--- config.mk ---
export PLATFORM = sky130hd
export DESIGN_NAME = branch_flush_unit
export DESIGN_NICKNAME = d
export VERILOG_FILES = /design/src/rtl/bfu_pkg.sv /design/src/rtl/bfu_resolve.sv /design/src/rtl/bfu_pc_reg.sv /design/src/rtl/bfu_squash.sv /design/src/rtl/branch_flush_unit.sv
export SDC_FILE = /design/constraint.sdc
export NUM_CORES = 1
export LEC_CHECK = 0
export CELL_PAD_IN_SITES_DETAIL_PLACEMENT = 1
export CELL_PAD_IN_SITES_GLOBAL_PLACEMENT = 1
export CORE_MARGIN = 4
export CORE_UTILIZATION = 25
export CTS_CLUSTER_SIZE = 25
export DETAILED_ROUTE_END_ITERATION = 7
export GPL_ROUTABILITY_DRIVEN = 0
export PLACE_DENSITY = 0.82
export RECOVER_POWER = 100
export REMOVE_ABC_BUFFERS = 1
export SLEW_MARGIN = 40
export SYNTH_ARGS = -nofsm -noshare
export SYNTH_HDL_FRONTEND = slang
export SYNTH_HIERARCHICAL = 1
export SYNTH_SLANG_ARGS = --single-unit
--- constraint.sdc ---
create_clock -name clk_i -period 4.4 [get_ports clk_i]
set_clock_uncertainty 0.15 [all_clocks]
set_input_delay 0.88 -clock clk_i [delete_from_list [all_inputs] [get_ports clk_i]]
set_output_delay 0.88 -clock clk_i [all_outputs]
set_load 0.01 [all_outputs]
--- src/rtl/bfu_pkg.sv ---
package bfu_pkg;
  localparam logic [3:0] OP_GOTO = 4'b0101;
  localparam logic [3:0] OP_JALR = 4'b0110;
  localparam logic [3:0] OP_HALT = 4'b0111;
  localparam logic [3:0] OP_SKIP = 4'b1000;

  localparam logic [3:0] SKIP_EQ = 4'd0;
  localparam logic [3:0] SKIP_LT = 4'd1;
endpackage

--- src/rtl/bfu_resolve.sv ---
module bfu_resolve #(
  parameter int XLEN   = 32,
  parameter int PC_W   = 16,
  parameter int OFF_W  = 20,
  parameter int MODE_W = 4
) (
  input  logic [3:0]        opcode_i,
  input  logic [MODE_W-1:0] mode_i,
  input  logic [XLEN-1:0]   op_a_i,
  input  logic [XLEN-1:0]   op_b_i,
  input  logic [PC_W-1:0]   pc_inc_i,
  input  logic [OFF_W-1:0]  offset_i,
  output logic              redirect_o,
  output logic [PC_W-1:0]   target_o,
  output logic              link_we_o,
  output logic [XLEN-1:0]   link_o
);
  import bfu_pkg::*;

  logic [PC_W-1:0] off_pc;
  logic            skip_hit;

  // offset brought to PC width; truncation makes sign extension moot when wider
  generate
    if (OFF_W >= PC_W) begin : g_off_trunc
      logic off_unused;
      if (OFF_W > PC_W) begin : g_drop
        assign off_unused = ^offset_i[OFF_W-1:PC_W];
      end else begin : g_none
        assign off_unused = 1'b0;
      end
      assign off_pc = offset_i[PC_W-1:0];
    end else begin : g_off_sext
      assign off_pc = {{(PC_W-OFF_W){offset_i[OFF_W-1]}}, offset_i};
    end
  endgenerate

  always_comb begin
    unique case (mode_i)
      MODE_W'(SKIP_EQ): skip_hit = (op_a_i == op_b_i);
      MODE_W'(SKIP_LT): skip_hit = ($signed(op_a_i) < $signed(op_b_i));
      default:          skip_hit = 1'b0;
    endcase
  end

  always_comb begin
    redirect_o = 1'b0;
    target_o   = pc_inc_i;
    link_we_o  = 1'b0;
    link_o     = {{(XLEN-PC_W){1'b0}}, pc_inc_i};
    unique case (opcode_i)
      OP_SKIP: begin
        redirect_o = skip_hit;
        target_o   = pc_inc_i + PC_W'(1);
      end
      OP_GOTO: begin
        redirect_o = 1'b1;
        target_o   = pc_inc_i + off_pc;
      end
      OP_JALR: begin
        redirect_o = 1'b1;
        target_o   = op_a_i[PC_W-1:0];
        link_we_o  = 1'b1;
      end
      default: ;
    endcase
  end
endmodule

--- src/rtl/bfu_pc_reg.sv ---
module bfu_pc_reg #(
  parameter int PC_W = 16
) (
  input  logic            clk_i,
  input  logic            rst_ni,
  input  logic            stall_i,
  input  logic            halt_dec_i,
  input  logic            redirect_i,
  input  logic [PC_W-1:0] target_i,
  output logic [PC_W-1:0] pc_o,
  output logic            halted_o
);
  logic [PC_W-1:0] pc_q, pc_d;
  logic            halted_q, halt_now;

  // an older redirect squashes the halt sitting in decode
  assign halt_now = halt_dec_i & ~redirect_i;

  always_comb begin
    if (halted_q)                   pc_d = pc_q;
    else if (redirect_i)            pc_d = target_i;
    else if (halt_now || stall_i)   pc_d = pc_q;
    else                            pc_d = pc_q + PC_W'(1);
  end

  always_ff @(posedge clk_i or negedge rst_ni) begin
    if (!rst_ni) begin
      pc_q     <= '0;
      halted_q <= 1'b0;
    end else begin
      pc_q     <= pc_d;
      halted_q <= halted_q | halt_now;
    end
  end

  assign pc_o     = pc_q;
  assign halted_o = halted_q;
endmodule

--- src/rtl/bfu_squash.sv ---
module bfu_squash #(
  parameter int IW = 32
) (
  input  logic          redirect_i,
  input  logic          stall_i,
  input  logic [IW-1:0] instr_i,
  output logic [IW-1:0] instr_o,
  output logic          ifid_hold_o,
  output logic          idex_bubble_o
);
  localparam logic [IW-1:0] NOP_WORD = '0;

  assign instr_o       = redirect_i ? NOP_WORD : instr_i;
  assign ifid_hold_o   = stall_i & ~redirect_i;   // flush beats stall
  assign idex_bubble_o = redirect_i | stall_i;
endmodule

--- src/rtl/branch_flush_unit.sv ---
module branch_flush_unit #(
  parameter int XLEN   = 32,
  parameter int PC_W   = 16,
  parameter int OFF_W  = 20,
  parameter int MODE_W = 4
) (
  input  logic              clk_i,
  input  logic              rst_ni,
  input  logic              stall_i,
  input  logic [3:0]        dec_opcode_i,
  input  logic [3:0]        ex_opcode_i,
  input  logic [MODE_W-1:0] ex_mode_i,
  input  logic [XLEN-1:0]   ex_op_a_i,
  input  logic [XLEN-1:0]   ex_op_b_i,
  input  logic [PC_W-1:0]   ex_pc_inc_i,
  input  logic [OFF_W-1:0]  ex_offset_i,
  input  logic [XLEN-1:0]   if_instr_i,
  output logic [PC_W-1:0]   fetch_pc_o,
  output logic              redirect_o,
  output logic              link_we_o,
  output logic [XLEN-1:0]   link_o,
  output logic [XLEN-1:0]   if_instr_o,
  output logic              ifid_hold_o,
  output logic              idex_bubble_o,
  output logic              halted_o
);
  import bfu_pkg::*;

  logic [PC_W-1:0] target;

  bfu_resolve #(.XLEN(XLEN), .PC_W(PC_W), .OFF_W(OFF_W), .MODE_W(MODE_W)) u_resolve (
    .opcode_i   (ex_opcode_i),
    .mode_i     (ex_mode_i),
    .op_a_i     (ex_op_a_i),
    .op_b_i     (ex_op_b_i),
    .pc_inc_i   (ex_pc_inc_i),
    .offset_i   (ex_offset_i),
    .redirect_o (redirect_o),
    .target_o   (target),
    .link_we_o  (link_we_o),
    .link_o     (link_o)
  );

  bfu_pc_reg #(.PC_W(PC_W)) u_pc (
    .clk_i      (clk_i),
    .rst_ni     (rst_ni),
    .stall_i    (stall_i),
    .halt_dec_i (dec_opcode_i == OP_HALT),
    .redirect_i (redirect_o),
    .target_i   (target),
    .pc_o       (fetch_pc_o),
    .halted_o   (halted_o)
  );

  bfu_squash #(.IW(XLEN)) u_squash (
    .redirect_i    (redirect_o),
    .stall_i       (stall_i),
    .instr_i       (if_instr_i),
    .instr_o       (if_instr_o),
    .ifid_hold_o   (ifid_hold_o),
    .idex_bubble_o (idex_bubble_o)
  );
endmodule

==> out/summary.txt <==
Status: completed
Initial antenna violation count: 0
DIE AREA: 0.0162 sq mm
Max Slew Vio Count: 0
Register area share after synthesis: 0.119
Fin. Hold Viols: 0
First-pass GRT wire length: 26300 um
TritonCTS buffer count: 3
Setup_tns: 0 ps
EDFF count, synth: 0
IO buf count: 211
H-tree Lvls: 1
Crit path launch: ex_op_a_i[21]
Max-slew headroom: 0.338
Synth area leaders: ha_1 (17%), dfrtp_1 (12%), buf_4 (6.7%), nor2b_1 (6.7%), a21oi_1 (5.8%)
Worst r2r src: u_pc/pc_o[0]
Number of diodes: 0
Synth Register Bits: 17
Top FF cell, synth: dfrtp_1
Max-Cap Viols: 0
Share of the synthesized area in the top cell type: 0.169
Worst-path clk slew: 50 ps
Ports: 232
Setup violators final: 0
Core area: 0.0139 sq mm
Slew at the pin closest to its max-slew limit: 993 ps
Clock root cell: clkbuf_16
WL/cell: 19.0 um
Total grt overflow: 0
Syn_area_per_cell: 7.43 sq um
Power per cell area: 161 mW/mm^2
Static leakage: 2.93 nW
CP max stage delay: 520 ps
Layout Cells excl Fill: 903
Placement Rows: 43
Async SR Flop Fraction: 1.00
Critical Path RT: 3370 ps
Starting DRC count in detailed routing: 204
Net total in the final layout: 920
Die W: 127 um
CTS tree: done
HPWL Detailed: 13500 um
Hold slack: 438 ps
CP bufs+invs: 5
Worst IR Drop VDD: 0.136 mV
Crit-path cells: clkbuf_2, ha_4, nand4_1, or4_4, nor4_4, o31ai_2, o2111ai_2, nand2_4, buf_6, buf_12, buf_16, nor2b_2, buf_2
Startpoint types: primary input
Yosys warns: 6
Layout cell share with drive strength beyond 1: 0.253
Max clock buf depth: 2
HP Start: u_pc/pc_o[1]
Layout overhead on the synthesized area: 82.7%
Tcrit/Tclk final: 0.984
Post-Syn Area: 0.00356 sq mm
Detailed Routing Iterations Pass 1: 4
Fin util: 0.467
Yosys top cell by area: ha_1
Post-synth cell types: 71
Count leader, synth: ha_1
CP max FO: 5
Worst path top cell family by delay: simple AND/OR/NAND/NOR gates
Die H: 127 um
Global Route Usage Sum: 0.199
Min-Delay Path Class: flop to flop
Slowest-stage cell, CP: or4_4
Placed Cells: 880
Pwr Total: 1.05 mW
Starting Density: 0.256
Vias: 4546
CTS sink cnt: 17
Final antenna-violating net count: 0
Fin crit period: 4330 ps
Setup slack, reg-to-reg: 2400 ps
Critical path type: primary input to output port
Post-Synthesis Cells: 479
Number of remaining DRC errors: 0
Post-synth top cells: ha_1 (48), inv_1 (42), a21oi_1 (41)
Final wirelength: 17100 um
Worst setup EP type: output port
Fmax: 0.231 GHz
Largest net degree at the start of global routing: 25
Vias in the first global route: 5091
Latest clock arrival within the worst-skew pair: 250 ps
CP Data Arrival Time: 3300 ps
Drt via density: 5.03
==> power by group <==
| part | internal [mW] | switching [mW] |
|---|---|---|
| Combinational | 0.341 | 0.273 |
| Clock | 0.123 | 0.0652 |
| Sequential | 0.190 | 0.0550 |
==> through the flow <==
stage          instance area, sq um  setup WS (ps)
5_1_grt                        6510          -34.6
2_1_floorplan                  3320          -1640
6_report                       6510           71.8
3_5_place_dp                   6000           -695
3_3_place_gp                   6000           -647
4_1_cts                        6390           62.3
==> worst paths after layout <==
path | end | cells past startpoint
max in group asynchronous | u_pc/pc_o[6] | 1
hold / removal | u_pc/pc_o[1] | 2
min in group asynchronous | u_pc/halted_o | 1
setup reg to reg | u_pc/pc_o[12] | 5
setup / recovery | if_instr_o[2] | 13
hold reg to reg | u_pc/pc_o[1] | 2
==> area by class of cell <==
class                   instances  area, sq um
fillers                      1629         7430
inverters                      43          161
repair buffers                270         2550
clock buffers                   4         78.8
flip-flops and latches         17          425
multi-input cells             389         3070
well taps                     180          225
==> registers in the layout, summed over array words and instances (netlist names) <==
| register | count |
|---|---|
| u_pc/halted_o | 1 |
| u_pc/pc_o | 16 |
==> cell families (layout without fill, tap and decap cells) <==
| family | count (synthesis) | count (layout) | synth area share |
|---|---|---|---|
| AOI/OAI and AO/OA | 142 | 142 | 0.262 |
| muxes | 6 | 6 | 0.0172 |
| buffers and inverters | 88 | 317 | 0.130 |
| adders and majority gates | 49 | 49 | 0.174 |
| other | 1 | 16 | 0.00105 |
| xor gates and xnor gates | 8 | 8 | 0.0197 |
| and+or+nand+nor | 168 | 168 | 0.276 |
| DFF | 17 | 17 | 0.119 |
==> worst reg2reg max path: stages, from the launching register on <==
cell and delay [ps]:
dfrtp_1 430, ha_1 250, nand4_1 300, or3_1 480, nor3_1 210, nor3_1 70
==> routing by layer <==
layer,GRT usage,vias up,routed length [um],part of all wire
li1,-,2183,-,-
met1,0.238,2200,6750,0.39
met2,0.376,135,9260,0.54
met3,0.0247,28,709,0.041
met4,0.0486,0,415,0.024
met5,0,-,0,0
==> what timing repair did <==
action | CTS | global route
buffers inserted | 8 | 5
endpoints found under the setup margin | 47 | 44
pin swaps | 18 | 18
hold buffers | 0 | 0
cloned | 7 | 0
gates resized for setup | 212 | 74
==> cells in the final DEF (no fill, tap or decap), drive strengths merged, types with 7 or more instances in the layout <==
cell type | netlist | routed
nand2 | 27 | 27
buf | 38 | 93
and2 | 15 | 15
dlygate4sd3 | 0 | 33
conb | 1 | 16
inv | 43 | 43
dfrtp | 17 | 17
o21a | 7 | 7
clkbuf | 7 | 24
nand3 | 13 | 13
nor3 | 10 | 10
nand4 | 10 | 10
ha | 48 | 48
o21ai | 26 | 26
a22oi | 13 | 13
clkdlybuf4s50 | 0 | 118
nor2b | 38 | 38
nor2 | 20 | 20
a21oi | 43 | 43
a21o | 7 | 7
xor2 | 7 | 7
o211ai | 8 | 8
Power figures use the tool's default switching activity.
